**config.mk**
```make
export PLATFORM = sky130hd
export DESIGN_NAME = uart_spchar_detect
export DESIGN_NICKNAME = d
export VERILOG_FILES = /design/src/rtl/spchar_pkg.sv /design/src/rtl/spchar_mask.sv /design/src/rtl/spchar_cmp.sv /design/src/rtl/spchar_status.sv /design/src/rtl/spchar_cfgchk.sv /design/src/rtl/uart_spchar_detect.sv
export SDC_FILE = /design/constraint.sdc
export NUM_CORES = 1
export LEC_CHECK = 0
export ABC_CLOCK_PERIOD_IN_PS = 1900
export CAP_MARGIN = 20
export CORE_MARGIN = 2
export CORE_UTILIZATION = 31
export CTS_CLUSTER_DIAMETER = 30
export DETAILED_ROUTE_END_ITERATION = 8
export MAX_ROUTING_LAYER = met4
export PLACE_DENSITY = 0.79
export SKIP_LAST_GASP = 1
export SYNTH_ARGS = -nofsm -noshare
export SYNTH_HDL_FRONTEND = slang
export SYNTH_SLANG_ARGS = --single-unit
```
**constraint.sdc**
```tcl
create_clock -name clk -period 1.9 [get_ports clk]
set_clock_uncertainty 0.2 [all_clocks]
set_input_delay 0.57 -clock clk [delete_from_list [all_inputs] [get_ports clk]]
set_output_delay 0.57 -clock clk [all_outputs]
set_load 0.005 [all_outputs]
```
**src/rtl/spchar_pkg.sv**
```systemverilog
package spchar_pkg;
  typedef enum logic [1:0] {
    WL_5 = 2'b00,
    WL_6 = 2'b01,
    WL_7 = 2'b10,
    WL_8 = 2'b11
  } wlen_e;

  localparam int MIN_CHAR_BITS = 5;

  function automatic int active_bits(input wlen_e code);
    return MIN_CHAR_BITS + int'(code);
  endfunction
endpackage

```
**src/rtl/spchar_mask.sv**
```systemverilog
module spchar_mask #(
  parameter int DATA_W = 8,
  parameter int WLEN_W = 2
) (
  input  logic [WLEN_W-1:0] wlen,
  output logic [DATA_W-1:0] mask
);
  import spchar_pkg::*;

  int nbits;
  always_comb nbits = active_bits(wlen_e'(wlen));

  for (genvar g = 0; g < DATA_W; g++) begin : g_bit
    assign mask[g] = (g < nbits);
  end
endmodule

```
**src/rtl/spchar_cmp.sv**
```systemverilog
module spchar_cmp #(
  parameter int DATA_W = 8
) (
  input  logic              clk,
  input  logic              rst,
  input  logic              rx_valid,
  input  logic [DATA_W-1:0] rx_data,
  input  logic              rx_frame_err,
  input  logic              spc_en,
  input  logic [DATA_W-1:0] spc_char,
  input  logic [DATA_W-1:0] mask,
  output logic              hit,
  output logic              fifo_wr,
  output logic [DATA_W-1:0] fifo_wdata
);
  logic [DATA_W-1:0] diff;

  always_comb begin
    diff = (rx_data ^ spc_char) & mask;
    hit  = rx_valid && spc_en && !rx_frame_err && (diff == '0);
  end

  always_ff @(posedge clk) begin
    if (rst) begin
      fifo_wr    <= 1'b0;
      fifo_wdata <= '0;
    end else begin
      fifo_wr <= rx_valid;
      if (rx_valid) fifo_wdata <= rx_data & mask;
    end
  end

  assert_fifo_write_R2: assert property (@(posedge clk) disable iff (rst)
    rx_valid |=> fifo_wr);
  assert_no_spurious_write_R2: assert property (@(posedge clk) disable iff (rst)
    !rx_valid |=> !fifo_wr);
endmodule

```
**src/rtl/spchar_status.sv**
```systemverilog
module spchar_status (
  input  logic clk,
  input  logic rst,
  input  logic set_i,
  input  logic clr_i,
  input  logic irq_en,
  output logic flag_q,
  output logic irq_q
);
  logic flag_next;

  always_comb flag_next = set_i | (flag_q & ~clr_i);

  always_ff @(posedge clk) begin
    if (rst) begin
      flag_q <= 1'b0;
      irq_q  <= 1'b0;
    end else begin
      flag_q <= flag_next;
      irq_q  <= flag_next & irq_en;
    end
  end

  assert_flag_sticky_R6: assert property (@(posedge clk) disable iff (rst)
    (flag_q && !clr_i) |=> flag_q);
  assert_read_clears_R6: assert property (@(posedge clk) disable iff (rst)
    (clr_i && !set_i) |=> !flag_q);
  assert_irq_gated_R7: assert property (@(posedge clk) disable iff (rst)
    !irq_en |=> !irq_q);
  assert_irq_needs_flag_R7: assert property (@(posedge clk) disable iff (rst)
    irq_q |-> flag_q);
endmodule

```
**src/rtl/spchar_cfgchk.sv**
```systemverilog
module spchar_cfgchk #(
  parameter int MODE_W = 4
) (
  input  logic              clk,
  input  logic              rst,
  input  logic              spc_en,
  input  logic [MODE_W-1:0] swfc_mode,
  output logic              warn_q
);
  always_ff @(posedge clk) begin
    if (rst) warn_q <= 1'b0;
    else     warn_q <= spc_en && (|swfc_mode);
  end

  assert_warn_raised_R8: assert property (@(posedge clk) disable iff (rst)
    (spc_en && swfc_mode != '0) |=> warn_q);
  assert_warn_quiet_R8: assert property (@(posedge clk) disable iff (rst)
    !spc_en |=> !warn_q);
endmodule

```
**src/rtl/uart_spchar_detect.sv**
```systemverilog
module uart_spchar_detect #(
  parameter int DATA_W = 8,
  parameter int WLEN_W = 2,
  parameter int MODE_W = 4
) (
  input  logic              clk,
  input  logic              rst,
  input  logic              rx_valid,
  input  logic [DATA_W-1:0] rx_data,
  input  logic              rx_frame_err,
  input  logic [WLEN_W-1:0] wlen,
  input  logic              spc_en,
  input  logic [MODE_W-1:0] swfc_mode,
  input  logic [DATA_W-1:0] spc_char,
  input  logic              spc_irq_en,
  input  logic              isr_read,
  output logic              fifo_wr,
  output logic [DATA_W-1:0] fifo_wdata,
  output logic              spc_status,
  output logic              spc_irq,
  output logic              cfg_warn
);
  logic [DATA_W-1:0] mask;
  logic              hit;

  spchar_mask #(.DATA_W(DATA_W), .WLEN_W(WLEN_W)) u_mask (
    .wlen (wlen),
    .mask (mask)
  );

  spchar_cmp #(.DATA_W(DATA_W)) u_cmp (
    .clk          (clk),
    .rst          (rst),
    .rx_valid     (rx_valid),
    .rx_data      (rx_data),
    .rx_frame_err (rx_frame_err),
    .spc_en       (spc_en),
    .spc_char     (spc_char),
    .mask         (mask),
    .hit          (hit),
    .fifo_wr      (fifo_wr),
    .fifo_wdata   (fifo_wdata)
  );

  spchar_status u_status (
    .clk    (clk),
    .rst    (rst),
    .set_i  (hit),
    .clr_i  (isr_read),
    .irq_en (spc_irq_en),
    .flag_q (spc_status),
    .irq_q  (spc_irq)
  );

  spchar_cfgchk #(.MODE_W(MODE_W)) u_cfg (
    .clk       (clk),
    .rst       (rst),
    .spc_en    (spc_en),
    .swfc_mode (swfc_mode),
    .warn_q    (cfg_warn)
  );

  assert_no_set_disabled_R1: assert property (@(posedge clk) disable iff (rst)
    (!spc_en && !spc_status) |=> !spc_status);
  assert_no_set_on_frame_err_R9: assert property (@(posedge clk) disable iff (rst)
    (rx_frame_err && !spc_status) |=> !spc_status);
endmodule

```
# Word level (Yosys, flattened, before mapping)
# Index checks and enable logic that the tools add are counted.
classes:
  order_cmp: 8
  n_addsub: 1
  n_mux: 0
  n_eq_ne: 0
  shift: 0
  reduce_logical: 7
  n_mul: 0
  bitwise_logic: 7
  div_mod_pow: 0
ops:
  columns: ["op", "n"]
  rows:
  - ["4-bit by 32-bit < comparator with 1-bit output (first input constant)", 4]
  - ["3-bit by 32-bit < comparator with 1-bit output (first input constant)", 2]
  - ["1-bit by 32-bit < comparator with 1-bit output (first input constant)", 1]
  - ["2-bit by 32-bit < comparator with 1-bit output (first input constant)", 1]
  - ["8-bit AND", 2]
  - ["8-bit zero test", 1]
  - ["8-bit XOR", 1]
  - ["3-bit by 2-bit adder with 4-bit output (first input constant)", 1]
  - ["1-bit logical AND", 4]
  - ["4-bit OR reduction", 1]
  - ["1-bit AND", 2]
  - ["1-bit zero test", 1]
  - ["1-bit NOT", 1]
  - ["1-bit bitwise OR", 1]
totals:
  ram_bits: 0
  ff_bits: 12
  wordCells: 28
  romBits: 0
  out_inout_bits: 12
  latchBits: 0
  memories: 0
  in_bits: 29

# Longest topological paths before layout
logic_depth:
  ltp_word: 7
  mapped_depth: 4

# By module
# A second synthesis with hierarchy kept.
hier_totals:
  cells_unflattened: 70
  area_unflattened_um2: 616.8
modules_own_cells:
  columns: ["module", "seq_area_each_um2", "area_per_inst_um2", "cells_each", "instances"]
  rows:
  - ["spchar_cmp", 180.2, 450.4, 51, 1]
  - ["spchar_status", 40.0, 73.8, 7, 1]
  - ["spchar_mask", 0.0, 58.8, 9, 1]
  - ["spchar_cfgchk", 20.0, 33.8, 3, 1]

# Worst setup path before layout
# OpenSTA, ideal clock, no wires.
synth_path:
  kind: "input to register"
  startpoint: "input port rx_data[0]"
  endpoint: "register u_status.irq_q"
  stages: 4
  path_slack_ns: 0.340
  t_arrival_ns: 1.288
  required_time_ns: 1.627
  n_path_buf: 0
  cell_sequence: "xor2_1 > nor4_1 > a41oi_1 > nor3b_2"
synth_via:
  elab_chain_len: 6
synth_rtl:
  columns: ["element", "line_no", "text"]
  rows:
  - ["start: declaration", "uart_spchar_detect.sv:9", "input logic [DATA_W-1:0] rx_data,"]
  - ["8-bit XOR", "spchar_cmp.sv:19", "diff = (rx_data ^ spc_char) & mask;"]
  - ["8-bit AND", "spchar_cmp.sv:19", null]
  - ["8-bit zero test", "spchar_cmp.sv:20", "hit = rx_valid && spc_en && !rx_frame_err && (diff == '0);"]
  - ["1-bit logical AND", "spchar_cmp.sv:20", null]
  - ["1-bit bitwise OR", "spchar_status.sv:12", "always_comb flag_next = set_i | (flag_q & ~clr_i);"]
  - ["1-bit AND", "spchar_status.sv:20", "irq_q <= flag_next & irq_en;"]
  - ["end signal: assignment", "spchar_status.sv:20", null]
  - ["end: declaration", "spchar_status.sv:8", "output logic irq_q"]
# Every way passes these cells.
# A chain may end at the register's enable or synchronous reset.

# Worst setup path after layout
layout_path:
  startpoint: "input port rx_data[3]"
  endpoint: "register u_status.irq_q"
# Same word-level chain as after synthesis.

==> flow_metrics.env <==
export IMPL_die_h_um=45.1
export IMPL_drt_first_pass_iters=2
export IMPL_antenna_found_initial=0
export IMPL_final_util_pct=68.3
export IMPL_diodes=0
export IMPL_crit_required_ns=1.89
export IMPL_setup_viol=0
export IMPL_gr_total_overflow=0
export IMPL_grt_usage_pct=16.4
export IMPL_synthXorXnorAreaFrac_pct=13.4
export IMPL_cts_root_buf="clkbuf_4"
export IMPL_syn_instance_count=54
export IMPL_cts_tree="built"
export IMPL_dp_hpwl_um=1190
export IMPL_num_vias=569
export IMPL_period_needed_ns=1.85
export IMPL_start_util_pct=34.0
export IMPL_cts_htree_levels=1
export IMPL_run_status="completed"
export IMPL_core_area_um2=1540
export IMPL_clk_pin_slew_worst_paths_ns=0.08
export IMPL_cp_max_fo=2
export IMPL_synth_compound_area_share_pct=8.59
export IMPL_finalHoldViolCount=0
export IMPL_fin_area_um2=1050
export IMPL_clock_latency_ns=0.26
export IMPL_avgSynthCellArea_um2=9.71
export IMPL_total_power_uw=603
export IMPL_die_area_um2=2040
export IMPL_worstMarginPinSlew_ns=0.275
export IMPL_cp_end_kind="flip-flop"
export IMPL_synth_top_family_by_area="simple AND/OR/NAND/NOR gates"
export IMPL_wl_met3_um=138
export IMPL_grt_pass1_vias=591
export IMPL_stdcell_count=119
export IMPL_start_kind="input port"
export IMPL_synthSimpleGateAreaFrac_pct=21.0
export IMPL_crit_type="input port to flip-flop"
export IMPL_cts_buffers=3
export IMPL_reg2reg_from="u_status.flag_q$_SDFF_PP0_"
export IMPL_tns_ns=0
export IMPL_top_layer="met4"
export IMPL_die_w_um=45.1
export IMPL_grt_max_degree=13
export IMPL_reg2reg_to="u_status.irq_q$_SDFF_PP0_"
export IMPL_grt_pass1_wl_um=2350
export IMPL_setup_worst_path_start="rx_data[3]"
export IMPL_cp_arrival_ns=1.84
export IMPL_area_growth_pct=101
export IMPL_wirelength_met1_um=576
export IMPL_slew_violations=0
export IMPL_synth_distinct_cells=21
export IMPL_ir_drop_mv=0.336
export IMPL_cts_sinks=12
export IMPL_ctsLongestPathBuffers=2
export IMPL_rsz0062_at_grt="yes"
export IMPL_worst_r2r_path_depth=3
export IMPL_syn_area_um2=524
export IMPL_min_path_type="flip-flop to flip-flop"
export IMPL_endpoint="u_status.irq_q$_SDFF_PP0_"
export IMPL_drive_gt1_share_pct=17.5
export IMPL_rows=14
export IMPL_drt_total_wl_um=1460
export IMPL_slew_headroom_pct=81.4
export IMPL_port_buffer_count=40
export IMPL_cap_violations=0
export IMPL_nNetsFinal=133
export IMPL_viasPerCell=4.78
export IMPL_period_share_pct=97.2
export IMPL_wl_per_cell_um=12.2
export IMPL_ys_seq_elements=12
export IMPL_gp_congestion=0.701
export IMPL_synth_fa_ha_area_share_pct=0
export IMPL_dp_cells=115
export IMPL_post_cts_setup_buffers=0
export IMPL_max_freq_ghz=0.541
export IMPL_yosysWarnings=0
export IMPL_drtAntennaViolNets=0
export IMPL_wl_met2_um=734
export IMPL_syn_num_nets=83
export IMPL_rrSetupSlack_ns=0.82
export IMPL_seq_area_frac_synth_pct=45.8
export IMPL_num_io_pins=41
export IMPL_drt_initial_drc_count=3
export IMPL_p_per_area_nw_per_um2=573
export IMPL_postPlaceCellArea_um2=988
export IMPL_drc=0
export IMPL_power_leakage_uw=0.000540
export IMPL_muxShareOfSynthArea_pct=9.55
-- critical path, cell delays in order --
cell and delay [ns]:
clkdlybuf4s50_1 0.45, xor2_1 0.18, nor4_1 0.27, a41oi_1 0.20
nor3b_2 0.17
-- kinds of logic (layout without fill, tap and decap cells) --
kind of cell,count (synthesis),count (layout)
compound gates,7,7
xor+xnor,8,8
mux,5,5
flops,12,12
simple gates,20,20
buf+inv,2,51
-- worst min-delay path by stage --
stage | slack, ns | end | from | depth (start not counted)
2_1_floorplan | 0.26 | u_cmp.fifo_wdata[7]$_SDFFE_PP0P_ | u_cmp.fifo_wdata[7]$_SDFFE_PP0P_ | 2
5_1_grt | 0.30 | u_cmp.fifo_wdata[5]$_SDFFE_PP0P_ | u_cmp.fifo_wdata[5]$_SDFFE_PP0P_ | 2
3_3_place_gp | 0.26 | u_cmp.fifo_wdata[5]$_SDFFE_PP0P_ | u_cmp.fifo_wdata[5]$_SDFFE_PP0P_ | 2
3_5_place_dp | 0.27 | u_cmp.fifo_wdata[5]$_SDFFE_PP0P_ | u_cmp.fifo_wdata[5]$_SDFFE_PP0P_ | 2
6_report | 0.27 | u_cmp.fifo_wdata[5]$_SDFFE_PP0P_ | u_cmp.fifo_wdata[5]$_SDFFE_PP0P_ | 2
4_1_cts | 0.28 | u_cmp.fifo_wdata[5]$_SDFFE_PP0P_ | u_cmp.fifo_wdata[5]$_SDFFE_PP0P_ | 2
-- through the flow --
stage	hold WS (ns)	setup slack (ns)
finish	0.265	0.0528
global route	0.298	-0.0348
CTS	0.282	0.00165
detailed placement	0.268	-0.232
global placement	0.256	-0.192
floorplan	0.261	0.340
-- synth_stat cells (all sizes together) --
master | count | area (um^2)
a21oi | 3 | 15.0
a2bb2oi | 1 | 8.76
a41oi | 1 | 8.76
buf | 1 | 5.00
clkbuf | 1 | 3.75
dfxtp | 12 | 240
mux2i | 5 | 50.1
nand2 | 2 | 7.51
nand2b | 3 | 18.8
nand3 | 1 | 5.00
nand4 | 1 | 6.26
nor2 | 6 | 22.5
nor2b | 2 | 12.5
nor3 | 1 | 5.00
nor3b | 2 | 20.0
nor4 | 2 | 12.5
o211ai | 1 | 7.51
o21ai | 1 | 5.00
xnor2 | 1 | 8.76
xor2 | 7 | 61.3
-- area by class of cell --
type,instances,area [um^2]
Fill cell,142,489
Timing Repair Buffer,47,473
Multi-Input combinational cell,40,275
Sequential cell,12,248
Clock buffer,4,36.3
Tap cell,16,20.0
-- what timing repair did --
item	CTS	global route
setup endpoints to repair	0	10
endpoints found under the hold margin	0	0
resized for setup	0	14
hold buffers	0	0
-- layout by cell type (no fill, tap or decap) --
cell type	count
dfxtp_2	6
nor2_1	6
xor2_1	7
o211ai_1	1
clkbuf_4	3
nor4_1	2
clkbuf_8	1
nand2_1	2
clkdlybuf4s50_1	32
nand2b_1	3
buf_4	7
nor3b_1	1
nor2b_1	2
a41oi_1	1
dlymetal6s2s_1	8
nor3b_2	1
o21ai_0	1
mux2i_1	5
dfxtp_1	6
nand3_1	1
nand4_1	1
nor3_1	1
xnor2_1	1
a21oi_1	3
a2bb2oi_1	1
-- state kept, by name, summed over array words and instances (netlist names) --
name              cells
u_cmp.fifo_wdata      8
u_cmp.fifo_wr         1
u_status.irq_q        1
u_cfg.warn_q          1
u_status.flag_q       1
-- where the power goes --
| group | total (uW) | internal [uW] | switching [uW] |
|---|---|---|---|
| Combinational | 139 | 95.9 | 43.2 |
| Sequential | 268 | 263 | 4.79 |
| Clock | 196 | 116 | 79.8 |
| Total | 603 | 475 | 128 |
-- per-layer routing --
layer  vias up  global-route usage, %
met5         -                      -
met4         0                   6.47
met1       257                   18.0
met2        27                   27.4
met3         2                   4.80
li1        283                      -
Power figures use the tool's default switching activity.
